[config.mk]
export PLATFORM = sky130hd
export DESIGN_NAME = scsi_arb_seq
export DESIGN_NICKNAME = d
export VERILOG_FILES = /design/src/rtl/arb_pkg.sv /design/src/rtl/arb_free_det.sv /design/src/rtl/arb_prio.sv /design/src/rtl/scsi_arb_seq.sv
export SDC_FILE = /design/constraint.sdc
export NUM_CORES = 1
export LEC_CHECK = 0
export ABC_CLOCK_PERIOD_IN_PS = 2100
export BUFFER_PORTS_ARGS = -buffer_cell sky130_fd_sc_hd__clkbuf_2
export CORE_MARGIN = 2
export CORE_UTILIZATION = 53
export CTS_BUF_LIST = sky130_fd_sc_hd__clkbuf_4
export CTS_CLUSTER_DIAMETER = 120
export CTS_CLUSTER_SIZE = 10
export DETAILED_ROUTE_END_ITERATION = 10
export PLACE_DENSITY = 0.82
export SETUP_SLACK_MARGIN = 0.3
export SYNTH_ARGS = -nofsm -noshare
export SYNTH_HDL_FRONTEND = slang
export SYNTH_HIERARCHICAL = 1
export SYNTH_SLANG_ARGS = --single-unit
[constraint.sdc]
create_clock -name clk -period 2.1 [get_ports clk]
set_input_delay 0.21 -clock clk [delete_from_list [all_inputs] [get_ports clk]]
set_output_delay 0.21 -clock clk [all_outputs]
set_load 0.02 [all_outputs]
[src/rtl/arb_pkg.sv]
package arb_pkg;
  typedef enum logic [2:0] {
    ST_IDLE  = 3'd0,
    ST_WAIT  = 3'd1,
    ST_DRIVE = 3'd2,
    ST_WON   = 3'd3,
    ST_LOST  = 3'd4
  } arb_state_e;
endpackage

[src/rtl/arb_free_det.sv]
module arb_free_det #(
  parameter int CNT_W = 8
) (
  input  logic             clk,
  input  logic             rst_n,
  input  logic             run,
  input  logic             quiet,
  input  logic [CNT_W-1:0] settle,
  output logic             bus_free
);
  localparam logic [CNT_W-1:0] CNT_MAX = {CNT_W{1'b1}};

  logic [CNT_W-1:0] cnt_q;
  logic [CNT_W-1:0] cnt_d;
  logic             cnt_en;

  always_comb begin
    cnt_en = 1'b1;
    cnt_d  = cnt_q;
    if (!run || !quiet) begin
      cnt_d = '0;
    end else if (cnt_q != CNT_MAX) begin
      cnt_d = cnt_q + 1'b1;
    end else begin
      cnt_en = 1'b0;
    end
  end

  always_ff @(posedge clk or negedge rst_n) begin
    if (!rst_n) begin
      cnt_q <= '0;
    end else if (cnt_en) begin
      cnt_q <= cnt_d;
    end
  end

  assign bus_free = run && quiet && (cnt_q >= settle);
endmodule

[src/rtl/arb_prio.sv]
module arb_prio #(
  parameter int ID_W = 8
) (
  input  logic [ID_W-1:0] own_id,
  input  logic [ID_W-1:0] seen,
  output logic            higher_hit
);
  logic [ID_W-1:0] above;

  assign above[0] = 1'b0;
  for (genvar i = 1; i < ID_W; i++) begin : g_above
    assign above[i] = above[i-1] | own_id[i-1];
  end

  assign higher_hit = |(seen & above & ~own_id);
endmodule

[src/rtl/scsi_arb_seq.sv]
module scsi_arb_seq
  import arb_pkg::*;
#(
  parameter int ID_W  = 8,
  parameter int CNT_W = 8
) (
  input  logic             clk,
  input  logic             rst_n,
  input  logic             arb_en,
  input  logic [ID_W-1:0]  out_data,
  input  logic [CNT_W-1:0] settle_cycles,
  input  logic [CNT_W-1:0] arb_delay,
  input  logic             bus_bsy_i,
  input  logic             bus_sel_i,
  input  logic [ID_W-1:0]  bus_db_i,
  output logic             bus_bsy_o,
  output logic [ID_W-1:0]  bus_db_o,
  output logic             bus_db_oe,
  output logic             stat_aip,
  output logic             stat_la
);
  localparam logic [CNT_W-1:0] DLY_MAX = {CNT_W{1'b1}};

  arb_state_e       state_q, state_d;
  logic [CNT_W-1:0] dly_q, dly_d;
  logic             dly_en;
  logic             bus_free;
  logic             higher_hit;
  logic             driving;

  arb_free_det #(.CNT_W(CNT_W)) u_free (
    .clk      (clk),
    .rst_n    (rst_n),
    .run      (state_q == ST_WAIT),
    .quiet    (!bus_bsy_i && !bus_sel_i),
    .settle   (settle_cycles),
    .bus_free (bus_free)
  );

  arb_prio #(.ID_W(ID_W)) u_prio (
    .own_id     (out_data),
    .seen       (bus_db_i),
    .higher_hit (higher_hit)
  );

  always_comb begin
    state_d = state_q;
    if (!arb_en) begin
      state_d = ST_IDLE;
    end else begin
      unique case (state_q)
        ST_IDLE:  state_d = ST_WAIT;
        ST_WAIT:  if (bus_free) state_d = ST_DRIVE;
        ST_DRIVE: begin
          if (bus_sel_i) begin
            state_d = ST_LOST;
          end else if (dly_q >= arb_delay) begin
            state_d = higher_hit ? ST_LOST : ST_WON;
          end
        end
        ST_WON:   state_d = ST_WON;
        ST_LOST:  state_d = ST_LOST;
        default:  state_d = ST_IDLE;
      endcase
    end
  end

  always_comb begin
    dly_en = 1'b1;
    dly_d  = dly_q;
    if (state_q != ST_DRIVE) begin
      dly_d = '0;
    end else if (dly_q != DLY_MAX) begin
      dly_d = dly_q + 1'b1;
    end else begin
      dly_en = 1'b0;
    end
  end

  always_ff @(posedge clk or negedge rst_n) begin
    if (!rst_n) begin
      state_q <= ST_IDLE;
    end else begin
      state_q <= state_d;
    end
  end

  always_ff @(posedge clk or negedge rst_n) begin
    if (!rst_n) begin
      dly_q <= '0;
    end else if (dly_en) begin
      dly_q <= dly_d;
    end
  end

  assign driving   = (state_q == ST_DRIVE) || (state_q == ST_WON);
  assign bus_bsy_o = driving;
  assign bus_db_oe = driving;
  assign bus_db_o  = driving ? out_data : '0;
  assign stat_aip  = driving || (state_q == ST_LOST);
  assign stat_la   = (state_q == ST_LOST);
endmodule


==> results.sh <==
export IMPL_report_final_hold_viol_count=0
export IMPL_endpoint_kind="register"
export IMPL_regToRegEndpoint="state_q[1]"
export IMPL_antenna_violating_nets_post_route=0
export IMPL_netSwitchingFraction_pct=25.7
export IMPL_power_frac_seq_pct=56.1
export IMPL_yosysWarningCount=6
export IMPL_r2r_start="u_free/cnt_q[3]"
export IMPL_grt_max_degree=20
export IMPL_timing_critical_path_arrival_ps=1960
export IMPL_largest_stage_delay_on_the_critical_path_ps=470
export IMPL_hp_class="in2reg"
export IMPL_worstSetupEndpoint="state_q[1]"
export IMPL_worst_endpoint_required_ps=2300
export IMPL_cts_path_max_buffers=2
export IMPL_tightestPinTransition_ps=470
export IMPL_cts_buf_count=3
export IMPL_slowest_stage="sky130_fd_sc_hd__dfrtp_2"
export IMPL_ys_flop_type="sky130_fd_sc_hd__dfrtp_1"
export IMPL_synth_cell_types=44
export IMPL_grt_pass1_wl_um=5660
export IMPL_syn_nets=242
export IMPL_globalplace_congestion=0.746
export IMPL_final_routed_wire_length_divided_by_cell_count_um=12.2
export IMPL_max_cap_viol=0
export IMPL_final_max_slew_viol_count=0
export IMPL_internal_power_uw=490
export IMPL_vias_in_the_first_global_route=1380
export IMPL_cts_sinks=19
export IMPL_post_synth_inst_count=187
export IMPL_timing_critical_path_from="u_free/cnt_q[3]"
export IMPL_post_layout_nonfiller_instances=271
export IMPL_setup_reg_to_reg_worst_slack_ps=340
export IMPL_netlist_area_sq_um=1600
export IMPL_holdWs_ps=182
export IMPL_timing_critical_path_from_type="register"
export IMPL_final_net_count=296
export IMPL_tritoncts="built"
export IMPL_run_status="finished, violations left"
export IMPL_setup_viol_count_final=0
export IMPL_fp_coreArea_sq_um=2810
export IMPL_insertedDiodeCount=0
export IMPL_initial_utilization_pct=57.1
export IMPL_post_synth_main_area_contributors="sky130_fd_sc_hd__dfrtp_1 (30%), sky130_fd_sc_hd__ha_1 (14%), sky130_fd_sc_hd__nor2_1 (5.4%)"
export IMPL_cts_htree_levels=1
export IMPL_cts_root_buf="sky130_fd_sc_hd__clkbuf_4"
export IMPL_proportion_of_synthesized_chip_area_in_sequential_cells_pct=29.7
export IMPL_rr_worst_depth=7
export IMPL_area_growth_synth_to_final_pct=21.2
export IMPL_pwr_share_clk_pct=28.6
export IMPL_buffer_ports_inserted=47
export IMPL_die_height_um=59.0
export IMPL_overflow=0
export IMPL_dieWidth_um=59.0
export IMPL_worst_setup_hold_path_clk_slew_ps=110
export IMPL_final_fill_count=229
export IMPL_p_comb_share_pct=15.3
export IMPL_relSlewSlack_pct=68.6
export IMPL_setup_worst_path_class="reg2reg"
export IMPL_worstSkewPairLatency_ps=300
export IMPL_final_setup_tns_ps=0
export IMPL_design_die_area_sq_um=3480
export IMPL_final_layout_size_suffix_gt1_share_pct=30.8
export IMPL_wirelength_um=3300
export IMPL_netSwitchingPower_uw=170
export IMPL_antenna_found_initial=0
export IMPL_timing_clock_skew_ps=4.53
export IMPL_unrepaired_setup_endpoints_after_global_routing="yes"
export IMPL_cell_taking_the_most_area_after_synthesis="sky130_fd_sc_hd__dfrtp_1"
export IMPL_post_synth_top_area_fraction_pct=29.7
export IMPL_postSynthRegisterBits=19
export IMPL_num_vias=1504
export IMPL_starting_drt_drc_count=87
export IMPL_failed_checks="DRC"
export IMPL_layout_commonest_cell="sky130_fd_sc_hd__clkbuf_2"
export IMPL_timing_critical_path_cells="ha_1, a211oi_2, a211o_1, a31oi_1, o21ai_1, a21oi_1, or3_1"
export IMPL_final_period_utilization_pct=83.8
export IMPL_synthArstFlopShare_pct=100
export IMPL_initial_drt_pass_iterations=7
export IMPL_count_of_flip_flops_with_a_built_in_enable_after_synthesis=0
export IMPL_total_leakage_power_uw=0.000976
export IMPL_power_density_nw_per_um2=340
export IMPL_globalRouteTotalUtil_pct=20.8
export IMPL_post_drt_via_cell_ratio=5.55
export IMPL_io_pins=49
export IMPL_dp_final_hpwl_um=2610
export IMPL_avg_inst_size_synth_sq_um=8.56
export IMPL_placed_cells_incl_taps=263
export IMPL_most_common_layout_cells="sky130_fd_sc_hd__clkbuf_2 (47), sky130_fd_sc_hd__nor2_1 (23), sky130_fd_sc_hd__inv_1 (18), sky130_fd_sc_hd__dfrtp_1 (18), sky130_fd_sc_hd__ha_1 (17)"
export IMPL_route_detailed_drc=6
export IMPL_fin_crit_ps=1760
export IMPL_rows=19
export IMPL_worstPathMaxFanout=7
export IMPL_fmax_achieved_mhz=568
export IMPL_irDropWorstVdd_mv=0.310
==> kinds of logic (layout without fill, tap and decap cells) <==
logic type / after synthesis / count (layout) / synth area share, %
AND/OR/NAND/NOR: 90 / 90 / 31.6
AO/OA/AOI/OAI: 34 / 34 / 16.6
buffers and inverters: 22 / 75 / 5.70
flip-flops: 19 / 19 / 29.7
adder cells (fa/ha/maj): 18 / 18 / 14.1
XOR/XNOR: 2 / 2 / 1.09
multiplexers: 2 / 2 / 1.25
==> power groups by stage <==
stage,Combinational [uW],Sequential (uW),Clock [uW]
after CTS,102,370,197
after global routing,117,371,208
after floorplan,44.3,377,0
after global placement,93.8,377,0
after detailed placement,96.8,377,0
final,101,370,188
==> cells in the mapped netlist, types with 2 or more instances <==
cell                        n
sky130_fd_sc_hd__a211o_1    2
sky130_fd_sc_hd__a211oi_2   2
sky130_fd_sc_hd__and3_2     2
sky130_fd_sc_hd__xnor2_1    2
sky130_fd_sc_hd__nor3b_1    2
sky130_fd_sc_hd__nor2_1    23
sky130_fd_sc_hd__inv_1     18
sky130_fd_sc_hd__a211oi_1   3
sky130_fd_sc_hd__buf_4      2
sky130_fd_sc_hd__o21ai_0    7
sky130_fd_sc_hd__nor3_1    11
sky130_fd_sc_hd__nand3_1    5
sky130_fd_sc_hd__mux2i_1    2
sky130_fd_sc_hd__nor4_1     2
sky130_fd_sc_hd__a31oi_1    6
sky130_fd_sc_hd__nor2b_1    8
sky130_fd_sc_hd__nand2b_1   4
sky130_fd_sc_hd__nand4_1    5
sky130_fd_sc_hd__and2_1     8
sky130_fd_sc_hd__o211ai_1   2
sky130_fd_sc_hd__dfrtp_1   19
sky130_fd_sc_hd__nand2_1    9
sky130_fd_sc_hd__ha_1      18
sky130_fd_sc_hd__a21oi_1    5
==> routing by layer <==
metal	global-route usage, %	vias to the layer above	routed length (um)
met5	0	-	0
met4	4.87	0	25
met3	3.28	3	225
met2	36.8	49	1500
met1	26.5	672	1550
li1	-	780	-
==> registers in the layout, indices dropped and copies added (netlist names) <==
register / count
dly_q: 8
state_q: 3
u_free/cnt_q: 8
==> metrics by stage <==
step | instance area (sq um) | power, uW | setup WS (ps) | utilization [%]
floorplan | 1600 | 421 | 350 | -
global placement | 1860 | 471 | 226 | 66.4
detailed placement | 1860 | 474 | 205 | 66.4
CTS | 1930 | 669 | 313 | 68.9
global route | 1940 | 696 | 253 | 69.2
finish | 1940 | 660 | 340 | 69.2
==> worst min path at each step <==
stage	end	slack (ps)	start	depth (start not counted)
4_1_cts	state_q[0]	170	arb_en	3
2_1_floorplan	dly_q[0]	-90	rst_n	0
3_3_place_gp	dly_q[0]	180	rst_n	1
3_5_place_dp	dly_q[1]	190	rst_n	1
5_1_grt	state_q[0]	170	arb_en	3
6_report	state_q[0]	180	arb_en	3
==> area by class of cell <==
cell class                      count  area (sq um)  area share [%]
Timing Repair Buffer               52           275            14.2
Clock buffer                        3          22.5            1.16
Clock inverter                      1          5.00           0.258
Multi-Input combinational cell    146          1050            54.2
Sequential cell                    19           477            24.5
Tap cell                           31          38.8            2.00
Inverter                           19          71.3            3.67
==> critical path, delay by kind of cell, from the launching register on <==
family / cells / cell delay (ps)
compound gates: 5 / 670
flops: 1 / 470
fa+ha+maj: 1 / 220
simple gates: 1 / 290
==> repair_timing <==
action,CTS,global route
buffers inserted,2,1
gates resized for setup,3,1
pin swaps,2,4
endpoints found under the hold margin,19,0
endpoints found under the setup margin,1,3
hold buffers,1,0
No activity file was read; power rests on OpenSTA's default activity.
